`src/rtl/sinc3_pkg.sv`:
```
`timescale 1ns/1ps
package sinc3_pkg;
  // width of the rate code field
  localparam int CODE_W     = 7;
  // ordinary codes scale the ratio by 2**BASE_SHIFT
  localparam int BASE_SHIFT = 6;

  function automatic int max3(input int a, input int b, input int c);
    int m;
    m = (a > b) ? a : b;
    return (m > c) ? m : c;
  endfunction
endpackage

```
`src/rtl/sinc3_rate_decode.sv`:
```
`timescale 1ns/1ps
module sinc3_rate_decode #(
  parameter int CODE_W     = 7,
  parameter int BASE_SHIFT = 6,
  parameter int RATIO_W    = 14,
  parameter int DECIM_HI   = 8533,
  parameter int DECIM_LO   = 10240
) (
  input  logic [CODE_W-1:0]  code,
  output logic [RATIO_W-1:0] ratio
);
  localparam logic [CODE_W-1:0] CODE_LO = {CODE_W{1'b1}};
  localparam logic [CODE_W-1:0] CODE_HI = {{(CODE_W-1){1'b1}}, 1'b0};

  always_comb begin
    if (code == CODE_LO)
      ratio = RATIO_W'(DECIM_LO);
    else if (code == CODE_HI)
      ratio = RATIO_W'(DECIM_HI);
    else
      ratio = RATIO_W'((RATIO_W'(code) + RATIO_W'(1)) << BASE_SHIFT);
  end
endmodule

```
`src/rtl/sinc3_integ_chain.sv`:
```
`timescale 1ns/1ps
module sinc3_integ_chain #(
  parameter int IN_W  = 2,
  parameter int ACC_W = 44,
  parameter int ORDER = 3
) (
  input  logic                    clk,
  input  logic                    rst_n,
  input  logic                    clear,
  input  logic                    step,
  input  logic signed [IN_W-1:0]  in_data,
  output logic signed [ACC_W-1:0] sum_next
);
  logic signed [ACC_W-1:0] st [ORDER];
  logic signed [ACC_W-1:0] nx [ORDER+1];

  assign nx[0] = {{(ACC_W-IN_W){in_data[IN_W-1]}}, in_data};

  for (genvar g = 0; g < ORDER; g++) begin : g_stage
    // wraparound add; the final comb result is exact modulo 2**ACC_W
    assign nx[g+1] = st[g] + nx[g];
    always_ff @(posedge clk or negedge rst_n) begin
      if (!rst_n)     st[g] <= '0;
      else if (clear) st[g] <= '0;
      else if (step)  st[g] <= nx[g+1];
    end
  end

  assign sum_next = nx[ORDER];

  // a flush cycle never takes a sample into the integrators
  assert_no_step_in_flush_R7: assert property (@(posedge clk) disable iff (!rst_n)
    !(clear && step));
endmodule

```
`src/rtl/sinc3_comb_chain.sv`:
```
`timescale 1ns/1ps
module sinc3_comb_chain #(
  parameter int ACC_W = 44,
  parameter int ORDER = 3
) (
  input  logic                    clk,
  input  logic                    rst_n,
  input  logic                    clear,
  input  logic                    dump,
  input  logic signed [ACC_W-1:0] in_sum,
  output logic signed [ACC_W-1:0] diff_out
);
  logic signed [ACC_W-1:0] dl [ORDER];
  logic signed [ACC_W-1:0] df [ORDER+1];

  assign df[0] = in_sum;

  for (genvar g = 0; g < ORDER; g++) begin : g_stage
    assign df[g+1] = df[g] - dl[g];
    always_ff @(posedge clk or negedge rst_n) begin
      if (!rst_n)     dl[g] <= '0;
      else if (clear) dl[g] <= '0;
      else if (dump)  dl[g] <= df[g];
    end
  end

  assign diff_out = df[ORDER];

  // the comb memory is never updated in the cycle that clears it
  assert_no_dump_in_flush_R7: assert property (@(posedge clk) disable iff (!rst_n)
    !(clear && dump));
endmodule

```
`src/rtl/sinc3_decim_ctrl.sv`:
```
`timescale 1ns/1ps
module sinc3_decim_ctrl #(
  parameter int CODE_W  = 7,
  parameter int RATIO_W = 14,
  parameter int ORDER   = 3
) (
  input  logic               clk,
  input  logic               rst_n,
  input  logic [CODE_W-1:0]  rate_code,
  input  logic [RATIO_W-1:0] ratio,
  input  logic               in_valid,
  input  logic               out_ready,
  output logic [CODE_W-1:0]  code_q,
  output logic               flush,
  output logic               accept,
  output logic               dump,
  output logic               in_ready,
  output logic               out_valid,
  output logic               out_settled
);
  localparam int SET_W = $clog2(ORDER + 1);

  logic [RATIO_W-1:0] cnt;
  logic [SET_W-1:0]   settle_cnt;
  logic               last;

  assign flush    = (rate_code != code_q);
  assign in_ready = !flush && !(out_valid && !out_ready);
  assign accept   = in_valid && in_ready;
  assign last     = (cnt == ratio - RATIO_W'(1));
  assign dump     = accept && last;

  always_ff @(posedge clk or negedge rst_n) begin
    if (!rst_n) begin
      code_q      <= '0;
      cnt         <= '0;
      settle_cnt  <= '0;
      out_valid   <= 1'b0;
      out_settled <= 1'b0;
    end else if (flush) begin
      code_q      <= rate_code;
      cnt         <= '0;
      settle_cnt  <= '0;
      out_valid   <= 1'b0;
      out_settled <= 1'b0;
    end else begin
      if (accept) cnt <= last ? '0 : cnt + RATIO_W'(1);
      if (dump) begin
        out_valid   <= 1'b1;
        out_settled <= (settle_cnt == SET_W'(ORDER));
        if (settle_cnt != SET_W'(ORDER)) settle_cnt <= settle_cnt + SET_W'(1);
      end else if (out_ready) begin
        out_valid <= 1'b0;
      end
    end
  end

  // the sample counter stays inside the decoded ratio
  assert_cnt_in_range_R1: assert property (@(posedge clk) disable iff (!rst_n)
    cnt < ratio);
  // a waiting word stalls the input stream
  assert_stall_input_R8: assert property (@(posedge clk) disable iff (!rst_n)
    (out_valid && !out_ready) |-> !in_ready);
  // a waiting word stays offered unless a flush drops it
  assert_hold_valid_R8: assert property (@(posedge clk) disable iff (!rst_n)
    (out_valid && !out_ready && !flush) |=> out_valid);
  // a flush removes any word that was offered
  assert_flush_drop_R7: assert property (@(posedge clk) disable iff (!rst_n)
    flush |=> !out_valid);
  // a taken word is not offered again on the next cycle
  assert_single_pulse_R9: assert property (@(posedge clk) disable iff (!rst_n)
    (out_valid && out_ready) |=> !out_valid);
  // a settled word only appears once the refill count is complete
  assert_settled_count_R6: assert property (@(posedge clk) disable iff (!rst_n)
    (out_valid && out_settled) |-> (settle_cnt == SET_W'(ORDER)));
endmodule

```
`src/rtl/sinc3_decimator.sv`:
```
`timescale 1ns/1ps
module sinc3_decimator
  import sinc3_pkg::*;
#(
  parameter int IN_W       = 2,
  parameter int ORDER      = 3,
  parameter int MOD_HZ     = 512000,
  parameter int MAINS_HI_HZ = 60,
  parameter int MAINS_LO_HZ = 50,
  localparam int DECIM_HI  = MOD_HZ / MAINS_HI_HZ,
  localparam int DECIM_LO  = MOD_HZ / MAINS_LO_HZ,
  localparam int MAX_DECIM = max3(DECIM_HI, DECIM_LO, ((2**CODE_W) - 2) << BASE_SHIFT),
  localparam int RATIO_W   = $clog2(MAX_DECIM + 1),
  localparam int ACC_W     = IN_W + ORDER * RATIO_W
) (
  input  logic                    clk,
  input  logic                    rst_n,
  input  logic [CODE_W-1:0]       rate_code,
  input  logic                    in_valid,
  output logic                    in_ready,
  input  logic signed [IN_W-1:0]  in_data,
  output logic                    out_valid,
  input  logic                    out_ready,
  output logic signed [ACC_W-1:0] out_data,
  output logic                    out_settled
);
  logic [CODE_W-1:0]       code_q;
  logic [RATIO_W-1:0]      ratio;
  logic                    flush, accept, dump;
  logic signed [ACC_W-1:0] integ_sum, comb_out;

  sinc3_rate_decode #(
    .CODE_W(CODE_W), .BASE_SHIFT(BASE_SHIFT), .RATIO_W(RATIO_W),
    .DECIM_HI(DECIM_HI), .DECIM_LO(DECIM_LO)
  ) u_decode (
    .code(code_q), .ratio(ratio)
  );

  sinc3_decim_ctrl #(.CODE_W(CODE_W), .RATIO_W(RATIO_W), .ORDER(ORDER)) u_ctrl (
    .clk(clk), .rst_n(rst_n), .rate_code(rate_code), .ratio(ratio),
    .in_valid(in_valid), .out_ready(out_ready), .code_q(code_q),
    .flush(flush), .accept(accept), .dump(dump), .in_ready(in_ready),
    .out_valid(out_valid), .out_settled(out_settled)
  );

  sinc3_integ_chain #(.IN_W(IN_W), .ACC_W(ACC_W), .ORDER(ORDER)) u_integ (
    .clk(clk), .rst_n(rst_n), .clear(flush), .step(accept),
    .in_data(in_data), .sum_next(integ_sum)
  );

  sinc3_comb_chain #(.ACC_W(ACC_W), .ORDER(ORDER)) u_comb (
    .clk(clk), .rst_n(rst_n), .clear(flush), .dump(dump),
    .in_sum(integ_sum), .diff_out(comb_out)
  );

  always_ff @(posedge clk or negedge rst_n) begin
    if (!rst_n)    out_data <= '0;
    else if (dump) out_data <= comb_out;
  end

  // a waiting word keeps its value
  assert_data_stable_R8: assert property (@(posedge clk) disable iff (!rst_n)
    (out_valid && !out_ready) |=> $stable(out_data));
  // the decoded ratio never leaves its legal span
  assert_ratio_span_R1: assert property (@(posedge clk) disable iff (!rst_n)
    (ratio >= RATIO_W'(1 << BASE_SHIFT)) && (ratio <= RATIO_W'(MAX_DECIM)));
endmodule

```
`config.mk`:
```
export PLATFORM = sky130hd
export DESIGN_NAME = sinc3_decimator
export DESIGN_NICKNAME = d
export VERILOG_FILES = /design/src/rtl/sinc3_pkg.sv /design/src/rtl/sinc3_rate_decode.sv /design/src/rtl/sinc3_integ_chain.sv /design/src/rtl/sinc3_comb_chain.sv /design/src/rtl/sinc3_decim_ctrl.sv /design/src/rtl/sinc3_decimator.sv
export SDC_FILE = /design/constraint.sdc
export NUM_CORES = 1
export LEC_CHECK = 0
export ABC_AREA = 1
export CAP_MARGIN = 20
export CORE_AREA = 5 5 287 289
export CTS_CLUSTER_SIZE = 28
export DETAILED_ROUTE_END_ITERATION = 16
export DIE_AREA = 0 0 292 294
export PLACE_DENSITY_LB_ADDON = 0.25
export SYNTH_ARGS = -nofsm -noshare
export SYNTH_HDL_FRONTEND = slang
export SYNTH_SLANG_ARGS = --single-unit
```
`constraint.sdc`:
```
create_clock -name clk -period 17.44 [get_ports clk]
set_input_delay 3.488 -clock clk [delete_from_list [all_inputs] [get_ports clk]]
set_output_delay 3.488 -clock clk [all_outputs]
set_load 0.05 [all_outputs]
```
# == Word level (Yosys, flattened, before mapping) ==
# Cells that the tools add are included.
# op_classes
addsub,10
n_mul,0
div_mod_pow,0
magnitude_cmp,0
eq_ne,6
shifts,0
n_mux,25
n_bitwise,0
n_reduce_logical,12
# op_table
op,n
44-bit two-way mux,12
44-bit subtractor,3
44-bit adder,2
14-bit two-way mux,5
44-bit by 2-bit adder with 44-bit output,1
"14-bit by 1-bit adder with 14-bit output, second input constant",1
14-bit == test,1
"7-bit == test, second input constant",2
"14-bit by 1-bit subtractor with 14-bit output, second input constant",1
"7-bit by 1-bit adder with 8-bit output, second input constant",1
7-bit inequality test,1
2-bit two-way mux,3
2-bit nonzero test,3
1-bit two-way mux,5
1-bit logical AND,4
1-bit zero test,3
3-bit nonzero test,1
"2-bit by 1-bit adder with 2-bit output, second input constant",1
"2-bit == test, second input constant",1
"2-bit inequality test, second input constant",1
2-bit AND reduction,1
# word_totals
reg_bits,333
latchBits,0
mem_bits_rw,0
romBits,0
inputBits,13
out_inout_bits,47
word_cells,65
memories,0

# == Longest topological paths before layout ==
# Gate-level depths: netlist of the first run.
# logic_depth
depth_word,8
mapped_depth,67
depth_no_buf,67

# == Cells and area by module ==
# A second synthesis of the first run with hierarchy kept.
# unflattened
cells_unflattened,4631
area_unflattened_um2,31737.9
# modules_own_cells
module,instances,cells_each,area_per_inst_um2,seq_area_each_um2
sinc3_integ_chain,1,2024,14108.5,3303.2
sinc3_comb_chain,1,2051,13476.7,3303.2
sinc3_decim_ctrl,1,323,2149.6,625.6
sinc3_decimator,1,186,1731.7,1101.1
sinc3_rate_decode,1,47,271.5,0.0

# == Least setup slack after synthesis of the first run ==
# OpenSTA, ideal clock, no wires.
# synth_path
path_type,in2reg
start,input port in_data[0]
end,register out_data[43]
setup_time_ns,0.120
arrival_ns,12.250
t_required_ns,17.320
slack_ns,5.069
stages,66
path_buffers,0
path_cell_list,ha_1 -> inv_1 -> fa_1 -> inv_1 -> nand3_1 -> nand2_1 -> a21oi_1 -> o21ai_0 -> xor2_1 -> ha_1 -> nand2_1 -> nor2_1 -> o21ai_0 -> o211ai_1 -> nor2_1 -> inv_1 -> a21oi_1 -> o21ai_0 -> [30 not listed] -> nand3_1 -> nand3_1 -> nand2_1 -> o211ai_1 -> a21oi_1 -> xor2_1 -> inv_1 -> ha_1 -> inv_1 -> nor3_1 -> nand2_1 -> nor2_1 -> nand3_1 -> nand3_1 -> xor2_1 -> nand3_1 -> nand3_1 -> nand2_1
# synth_between
elab_chain_len,6
# synth_lines
element,line_no,text
start: declaration,sinc3_decimator.sv:21,"input logic signed [IN_W-1:0] in_data,"
44-bit by 2-bit adder with 44-bit output,sinc3_integ_chain.sv:21,assign nx[g+1] = st[g] + nx[g];
44-bit adder (2 in a row),sinc3_integ_chain.sv:21,
44-bit subtractor (3 in a row),sinc3_comb_chain.sv:19,assign df[g+1] = df[g] - dl[g];
end signal: assignment,sinc3_decimator.sv:58,else if (dump) out_data <= comb_out;
end: declaration,sinc3_decimator.sv:24,"output logic signed [ACC_W-1:0] out_data,"
# Every way passes these cells.
# A chain may end at the register's enable or synchronous reset.

# == Final worst setup path of the first run ==
# layout_path
start,input port in_data[1]
end,register out_data[39]
# Same word-level chain as after synthesis.

==> qor.txt, run 1 <==
Run status: finished clean
Post-cts resize count: 0
Global router's overall resource usage: 17.6%
Number of library cell types mapped by synthesis: 55
Total Wirelength: 78,300 um
Congestion Overflow GR: 0
Clock latency on the worst-skew pair: 0.59 ns
Core Footprint: 0.0796 mm^2
Type of element capturing the critical path: flop
Worst clock skew on the final layout: 0.0206 ns
Overall die area: 0.0858 mm^2
ANT cells: 0
Measured slew at the worst slew-check pin: 1.00 ns
Cell with the most instances after synthesis: nand2_1
Antenna viol nets, final: 0
Final cell utilization of the core: 38.5%
Pre-CTS WS: 1.58 ns
Max stage delay cell, worst path: buf_2
Maximum vdd ir drop: 0.0591 mV
Postcts setup bufs: 0
Clock tree from TritonCTS: done
Total of max-cap violations: 0
Endpoints failing setup: 0
Syn nets: 4,006
Total negative slack: 0 ns
Ratio of final minimum period to clock period: 88.6%
Startpoint class of the critical path: input pin
Number of DRC markers in iteration 0: 1,472
Area share of the largest cell type after synthesis: 30.3%
Instance count of the mapped netlist: 3,719
Top FF cell, synth: dfrtp_1
Pin count of the biggest net entering global routing: 134
Highest cell delay on the worst timing path: 0.75 ns
Number of buffers on the longest clock path: 3
Root buffer cell: clkbuf_16
Wire length of the first global-routing pass: 126,000 um
Top Ports: 60
Clock tree sinks: 333
Cell taking the most area after synthesis: dfrtp_1
Count of final max-slew check failures: 0
Max Fanout on Critical Path: 44
Via count of the first global-routing pass: 23,500
Number of buffers created by CTS: 44
CP required: 17.91 ns
Die extent in y: 294 um
Row count: 104
Yosys reg bits: 333
Sequential area share after synthesis: 30.3%
Design Power: 2.64 mW
Vias post-DR: 24,600
Router iterations before antenna repair: 5
Slew margin rel.: 33.1%
Buffers added on ports: 59
Power density over cell area: 86.1 mW/mm^2
Setup Crit Path Kind: input pin to flop
Fraction of layout cells with a size suffix above 1: 3.24%
Detailed-placement wirelength estimate: 59,900 um
Layout Area Growth over Synthesis: 11.5%
Total DRC errors in the routed layout: 0
Post-synth ARST share: 100%
Class of the most critical hold timing path: flop to flop
Initial core utilization: 34.5%
Final RePlAce weighted congestion: 0.944
Avg Synthesized Cell Area: 7.39 um^2
CP arrival: 15.92 ns
Number of H-tree branching levels: 2
Initial antenna violation count: 3
Post-layout worst setup margin: 1.99 ns
Netlist area before placement: 0.0275 mm^2
Biggest area contributors in the synthesized netlist: dfrtp_1, ha_1, nand2_1
Number of warnings printed during yosys synthesis: 0
Clock-pin slew reported for the worst setup and hold paths after clock tree synthesis: 0.06 ns
Number of hold buffers added after CTS: 0
Count of flip-flops with a built-in enable after synthesis: 0
Final critical delay including setup and external delays: 15.45 ns
Chip width: 292 um
Leak: 14.5 nW
Routed length per placed instance: 16.1 um
Final hold violation count: 0
Cell types with the highest counts after synthesis: nand2_1, inv_1, a21oi_1
Count of nets after finishing: 4,045
Max Clk Rate: 64.7 MHz
Routed via count divided by cell count: 5.07
Unrepaired setup endpoints after global routing: false
[area by class of cell]
type | count | area [um^2]
flip-flops and latches | 333 | 8330
clock inverters | 13 | 170
well taps | 1060 | 1330
repair buffers | 72 | 701
inverters | 560 | 2100
fillers | 8412 | 49000
multi-input cells | 2747 | 16700
clock buffers | 68 | 1310
[where the power goes]
part	switching [mW]	total, mW	internal, mW
clock network	0.379	0.942	0.563
logic	0.601	0.918	0.317
registers	0.00289	0.779	0.776
total	0.983	2.64	1.66
[worst max-delay path: cells and delay by family]
family	cells	cell delay (ns)
fa+ha+maj	6	2.28
simple gates	26	4.60
xor+xnor	6	1.14
buf+inv	6	1.13
compound gates	13	3.25
[placed cells by master (no fill, tap or decap), types with 44 or more instances in the layout]
cell type,count
clkbuf_16,44
dfrtp_1,333
nand3_1,99
nor2_1,302
a22o_1,78
ha_1,268
clkdlybuf4s50_1,57
inv_1,551
a31oi_1,65
a21oi_1,345
o21ai_0,330
xnor2_1,91
nand2_1,677
xor2_1,183
[per-layer routing]
layer | up-vias | wire length (um) | global-route usage, %
met1 | 11600 | 37900 | 24.8
met5 | - | 0 | 0
met3 | 85 | 3630 | 2.70
met4 | 0 | 1660 | 4.14
li1 | 12500 | - | -
met2 | 411 | 35000 | 28.5
[path summary, 6_finish.rpt]
kind | cells past startpoint | endpoint | start | slack (ns)
worst max-delay path | 57 | out_data[39]$_DFFE_PN0P_ | in_data[1] | 1.99
worst min-delay path | 2 | out_data[1]$_DFFE_PN0P_ | out_data[1]$_DFFE_PN0P_ | 0.47
worst max register to register | 56 | out_data[39]$_DFFE_PN0P_ | u_integ.st[90]$_DFFE_PN0P_ | 5.28
worst min register to register | 2 | out_data[1]$_DFFE_PN0P_ | out_data[1]$_DFFE_PN0P_ | 0.47
max in group asynchronous | 3 | u_integ.st[118]$_DFFE_PN0P_ | rst_n | 12.54
min in group asynchronous | 1 | out_data[42]$_DFFE_PN0P_ | rst_n | 2.93
[cell families (layout without fill, tap and decap cells)]
| logic type | after synthesis | count (layout) | share of synthesized area (%) |
|---|---|---|---|
| AOI/OAI and AO/OA | 999 | 999 | 21.2 |
| xor gates and xnor gates | 274 | 274 | 8.73 |
| adders and majority gates | 274 | 274 | 12.6 |
| buffers and inverters | 639 | 713 | 9.00 |
| DFF | 333 | 333 | 30.3 |
| muxes | 18 | 18 | 0.656 |
| and+or+nand+nor | 1182 | 1182 | 17.5 |
[flip-flops by register name, indices dropped and copies added (netlist names)]
| register | cells |
|---|---|
| out_data | 44 |
| u_comb.dl | 132 |
| u_ctrl.cnt | 14 |
| u_ctrl.code_q | 7 |
| u_ctrl.out_settled | 1 |
| u_ctrl.out_valid | 1 |
| u_ctrl.settle_cnt | 2 |
| u_integ.st | 132 |
[stage by stage]
stage	hold slack (ns)	cells	instance area, um^2
floorplan	0.440	3719	27500
global placement	0.461	4772	29200
detailed placement	0.461	4772	29200
CTS	0.476	4853	30600
global route	0.483	4853	30600
finish	0.468	4853	30600
Note: power is estimated with default switching activity, not from simulation.
==> run 2, diff against run 1 <==
CORE_AREA = 5 5 308 310   (was 5 5 287 289)
DIE_AREA = 0 0 313 315   (was 0 0 292 294)
SYNTH_HIERARCHICAL = 1   (was default)
==> qor.txt, run 2 <==
Run status: finished clean
Maximum vdd ir drop: 0.0499 mV
Number of library cell types mapped by synthesis: 71
Cell types with the highest counts after synthesis: nand2_1, inv_1, nor2_1
Core Footprint: 0.0914 mm^2
Number of cells traversed by the worst hold path: 2
Pin count of the biggest net entering global routing: 95
Number of buffers on the longest clock path: 3
Highest cell delay on the worst timing path: 0.64 ns
Avg Synthesized Cell Area: 6.85 um^2
Detailed-placement wirelength estimate: 87,800 um
Max Clk Rate: 64.7 MHz
Post-cts resize count: 0
Routed length per placed instance: 18.3 um
Number of warnings printed during yosys synthesis: 6
Hold worst-path end: out_data[15]$_DFFE_PN0P_
Initial antenna violation count: 0
Storage cell area: 0.00833 mm^2
Commonest cells after routing, fill and taps aside: nand2_1, inv_1, nor2_1
Slew margin rel.: 40.8%
Endpoints failing setup: 0
Cell with the most instances after synthesis: nand2_1
Clock-pin slew reported for the worst setup and hold paths after clock tree synthesis: 0.05 ns
Setup Crit Path Kind: input pin to flop
Count of nets after finishing: 4,965
Count of final max-slew check failures: 0
Router iterations before antenna repair: 6
Final hold violation count: 0
Clock tree sinks: 333
Initial core utilization: 34.7%
Global router's overall resource usage: 21.4%
Netlist area before placement: 0.0317 mm^2
Post-placement cell area: 0.0336 mm^2
Top Ports: 60
Multi-input logic area: 0.0205 mm^2
Power density over cell area: 70.3 mW/mm^2
Cell taking the most area after synthesis: dfrtp_1
Number of H-tree branching levels: 2
Cell occurring most often along the worst timing path: inv_1
Wire length of the first global-routing pass: 169,000 um
Register-to-Register Setup Slack: 5.06 ns
Total Wirelength: 108,000 um
Total of max-cap violations: 0
Startpoint class of the critical path: input pin
Reg2Reg Launch Point: u_integ/st[88]$_DFFE_PN0P_
Final instance area: 0.0351 mm^2
Clock latency on the worst-skew pair: 0.60 ns
Max stage delay cell, worst path: buf_2
Number of cells on the worst reg-to-reg path: 54
Clock tree from TritonCTS: done
Root buffer cell: clkbuf_16
Yosys reg bits: 333
Routed via count divided by cell count: 5.15
Total negative slack: 0 ns
Overall die area: 0.0986 mm^2
Endpoint of the lowest-slack register-to-register path: out_data[43]$_DFFE_PN0P_
Most common library cell in the layout ignoring fill and taps: nand2_1
CP required: 17.96 ns
Layout Area Growth over Synthesis: 10.6%
Fraction of layout cells with a size suffix above 1: 6.88%
Worst hold margin: 0.465 ns
Number of hold buffers added after CTS: 0
Type of element capturing the critical path: flop
Buffers added on ports: 59
Number of buffers created by CTS: 44
Postcts setup bufs: 0
Ratio of final minimum period to clock period: 88.7%
Top FF cell, synth: dfrtp_1
Leak: 16.9 nW
Fillers: 9,936
Number of DRC markers in iteration 0: 2,487
Via count of the first global-routing pass: 29,400
Vias post-DR: 30,300
Measured slew at the worst slew-check pin: 0.880 ns
Launch point of the worst hold path: out_data[15]$_DFFE_PN0P_
ANT cells: 0
Sequential area share after synthesis: 26.3%
Post-synth ARST share: 100%
Max Fanout on Critical Path: 33
Chip width: 313 um
Congestion Overflow GR: 0
Unrepaired setup endpoints after global routing: false
Biggest registers after layout: u_comb/dl x132, u_integ/st x132, out_data x44
Instance count of the mapped netlist: 4,631
Antenna viol nets, final: 0
Total DRC errors in the routed layout: 0
Final critical delay including setup and external delays: 15.46 ns
Biggest area contributors in the synthesized netlist: dfrtp_1, nand2_1, ha_1
CP arrival: 15.98 ns
Die extent in y: 315 um
Final RePlAce weighted congestion: 0.978
Class of the most critical hold timing path: flop to flop
Row count: 111
Worst clock skew on the final layout: 0.0363 ns
Count of flip-flops with a built-in enable after synthesis: 0
Area share of the largest cell type after synthesis: 26.3%
[run 2: cell count changes in the layout (fill, tap and decap cells not counted), moves of 59 or more]
cell and delta:
nand2_1 +479, a21oi_1 -59, inv_1 +101, nor2_1 +122, nand3_1 +103
[run 2: kinds of logic (layout without fill, tap and decap cells)]
kind of cell / Yosys count / in the layout / share of synthesized area (%)
xor gates and xnor gates: 250 / 250 / 7.04
buffers and inverters: 756 / 833 / 9.34
other: 1 / 3 / 0.0118
and+or+nand+nor: 2081 / 2081 / 28.5
adders and majority gates: 274 / 274 / 10.9
DFF: 333 / 333 / 26.3
AOI/OAI and AO/OA: 936 / 936 / 17.9
[run 2: power breakdown]
part | switching (mW) | internal (mW)
Clock | 0.379 | 0.589
Sequential | 0.00127 | 0.774
Combinational | 0.491 | 0.234
[run 2: cell type report]
| class | instances | share of cell area (%) |
|---|---|---|
| multi-input cells | 3544 | 58.3 |
| well taps | 1186 | 4.23 |
| clock buffers | 59 | 3.56 |
| inverters | 677 | 7.28 |
| clock inverters | 19 | 0.738 |
| flip-flops and latches | 333 | 23.7 |
| repair buffers | 78 | 2.15 |
[run 2: per-stage QoR]
step                power [mW]  std cells  util, %  worst slack [ns]
detailed placement        1.51       5817     36.7              1.57
global placement          1.51       5817     36.7              1.42
floorplan                 1.29       4633        -              5.69
global route              2.61       5896     38.4              1.31
finish                    2.47       5896     38.4              1.98
CTS                       2.50       5895     38.4              2.14
[run 2: worst max-delay path by stage]
stage,startpoint,to,slack (ns),cells after the start
after detailed placement,in_data[1],out_data[43]$_DFFE_PN0P_,1.57,57
after global routing,in_data[1],out_data[43]$_DFFE_PN0P_,1.31,57
after CTS,in_data[1],out_data[43]$_DFFE_PN0P_,2.14,57
final,in_data[1],out_data[43]$_DFFE_PN0P_,1.98,57
after floorplan,in_data[0],out_data[43]$_DFFE_PN0P_,5.69,58
after global placement,in_data[1],out_data[43]$_DFFE_PN0P_,1.42,57
[run 2: routing by layer]
metal	vias up	track usage, %	share of wire [%]
met3	134	3.14	5.8
met5	-	0	0
li1	15200	-	-
met1	14200	30.3	48
met4	0	5.01	2.4
met2	770	34.5	44
[run 2: worst max-delay path: cells and delay by family]
kind / cells / cell delay (ns)
xor gates and xnor gates: 4 / 1.11
and+or+nand+nor: 18 / 3.15
AOI/OAI and AO/OA: 20 / 4.62
buffers and inverters: 9 / 1.30
adders and majority gates: 6 / 2.27
==> run 3, diff against run 2 <==
CAP_MARGIN = 40   (was 20)
==> qor.txt, run 3 (synthesis gave the netlist of run 2 again) <==
Sequential fraction of design power: 31.5%
Cell occurring most often along the worst timing path: inv_1
ANT cells: 0
Chip width: 313 um
Share of total power in the clock network: 39.2%
Max stage delay cell, worst path: buf_2
Total DRC errors in the routed layout: 0
Congestion Overflow GR: 0
Antenna viol nets, final: 0
Layout Area Growth over Synthesis: 10.7%
Number of H-tree branching levels: 2
Biggest registers after layout: u_comb/dl x132, u_integ/st x132, out_data x44
Run status: finished clean
Global router's overall resource usage: 21.2%
Final RePlAce weighted congestion: 0.978
Crit path max-delay family: compound AO/OA/AOI/OAI gates
Number of buffers created by CTS: 45
Top Ports: 60
Vias post-DR: 30,300
Fillers: 9,816
Power density over cell area: 70.1 mW/mm^2
Postcts setup bufs: 0
Post-cts resize count: 0
Die extent in y: 315 um
Clock tree sinks: 333
Worst clock skew on the final layout: 0.0248 ns
Total of max-cap violations: 0
Fraction of layout cells with a size suffix above 1: 6.94%
Number of DRC markers in iteration 0: 2,598
Worst path bufs/invs: 9
Leak: 16.9 nW
Unrepaired setup endpoints after global routing: false
Clock-pin slew reported for the worst setup and hold paths after clock tree synthesis: 0.05 ns
Net switching share of the total power: 35.3%
CP required: 17.97 ns
Count of nets after finishing: 4,967
Routed length per placed instance: 18.2 um
Launch point of the worst hold path: out_data[15]$_DFFE_PN0P_
Row count: 111
Highest cell delay on the worst timing path: 0.64 ns
Buffers added on ports: 59
Pin count of the biggest net entering global routing: 95
Pre-CTS WS: 1.61 ns
Reg2Reg Launch Point: u_integ/st[88]$_DFFE_PN0P_
Endpoints failing setup: 0
Number of cells on the worst reg-to-reg path: 56
Overall die area: 0.0986 mm^2
Final critical delay including setup and external delays: 15.36 ns
Final cell utilization of the core: 38.4%
Routed via count divided by cell count: 5.13
Via count of the first global-routing pass: 29,200
Detailed-placement wirelength estimate: 87,800 um
Ratio of final minimum period to clock period: 88.1%
Maximum vdd ir drop: 0.0615 mV
Commonest cells after routing, fill and taps aside: nand2_1, inv_1, nor2_1
Initial core utilization: 34.7%
Class of the most critical hold timing path: flop to flop
Clock tree from TritonCTS: done
Number of hold buffers added after CTS: 0
Total negative slack: 0 ns
Clock latency on the worst-skew pair: 0.61 ns
Net Sw Power: 869 uW
Internal Power: 1.59 mW
Number of cells traversed by the worst hold path: 2
Max Fanout on Critical Path: 33
Max Clk Rate: 65.1 MHz
Final hold violation count: 0
Type of element capturing the critical path: flop
Post-layout worst setup margin: 2.08 ns
Initial antenna violation count: 0
Core Footprint: 0.0914 mm^2
Combinational power share: 29.3%
Measured slew at the worst slew-check pin: 0.864 ns
Wire length of the first global-routing pass: 167,000 um
Register-to-Register Setup Slack: 5.22 ns
Slew margin rel.: 42.4%
Root buffer cell: clkbuf_16
Startpoint class of the critical path: input pin
Setup Crit Path Kind: input pin to flop
Total Wirelength: 107,000 um
Count of final max-slew check failures: 0
Router iterations before antenna repair: 8
Hold worst-path end: out_data[15]$_DFFE_PN0P_
Endpoint of the lowest-slack register-to-register path: out_data[43]$_DFFE_PN0P_
Most common library cell in the layout ignoring fill and taps: nand2_1
Design Power: 2.46 mW
CP arrival: 15.89 ns
Number of buffers on the longest clock path: 3
==> run 3: cell count changes in the layout (fill, tap and decap cells not counted) <==
| cell | before | now |
|---|---|---|
| clkbuf_1 | 7 | 4 |
| buf_16 | 1 | 0 |
| clkinvlp_4 | 4 | 2 |
| buf_12 | 0 | 1 |
| clkbuf_8 | 7 | 9 |
| clkinv_4 | 0 | 2 |
| bufinv_16 | 6 | 5 |
| clkdlybuf4s15_2 | 0 | 1 |
| clkinv_2 | 9 | 7 |
| inv_6 | 2 | 5 |
==> run 3: worst register-to-register path: cells and delay by family, from the launching register on <==
| kind | cells | cell delay (ns) |
|---|---|---|
| AND/OR/NAND/NOR | 19 | 3.28 |
| XOR/XNOR | 4 | 1.15 |
| AO/OA/AOI/OAI | 18 | 4.09 |
| buffers and inverters | 8 | 0.64 |
| adder cells (fa/ha/maj) | 7 | 2.66 |
| flip-flops | 1 | 0.35 |
==> run 3: final cells by class <==
| class | count | area [um^2] | share of cell area, % |
|---|---|---|---|
| multi-input combinational | 3544 | 20500 | 58.3 |
| clock inverter | 19 | 248 | 0.705 |
| clock buffer | 58 | 1260 | 3.60 |
| inverter | 677 | 2550 | 7.27 |
| tap | 1186 | 1480 | 4.23 |
| sequential | 333 | 8330 | 23.7 |
| timing repair buffer | 79 | 757 | 2.16 |
==> run 3: how the worst max path moves through the flow <==
stage,start,cells after the start,endpoint
after detailed placement,in_data[1],57,out_data[43]$_DFFE_PN0P_
after global placement,in_data[1],57,out_data[43]$_DFFE_PN0P_
after global routing,in_data[1],57,out_data[43]$_DFFE_PN0P_
after floorplan,in_data[0],58,out_data[43]$_DFFE_PN0P_
after CTS,in_data[1],57,out_data[43]$_DFFE_PN0P_
final,in_data[1],57,out_data[43]$_DFFE_PN0P_
==> run 3: metal layers <==
layer,up-vias,routed length [um],GRT usage [%]
met5,-,0,0
met3,150,6750,3.75
li1,15200,-,-
met1,14100,50700,29.4
met2,802,46200,33.7
met4,0,3570,6.48
==> run 3: power by group through the flow <==
| stage | clock network (mW) | logic, mW | registers [mW] |
|---|---|---|---|
| 2_1_floorplan | 0 | 0.504 | 0.789 |
| 3_3_place_gp | 0 | 0.722 | 0.789 |
| 3_5_place_dp | 0 | 0.719 | 0.789 |
| 4_1_cts | 0.997 | 0.721 | 0.775 |
| 5_1_grt | 1.02 | 0.804 | 0.775 |
| 6_report | 0.964 | 0.722 | 0.775 |
==> run 3: stage by stage <==
stage | hold WS (ns) | cells | cell area (um^2)
final | 0.464 | 5896 | 35100
after CTS | 0.470 | 5896 | 35100
after global placement | 0.455 | 5817 | 33600
after global routing | 0.488 | 5896 | 35100
after floorplan | 0.449 | 4633 | 31700
after detailed placement | 0.458 | 5819 | 33600
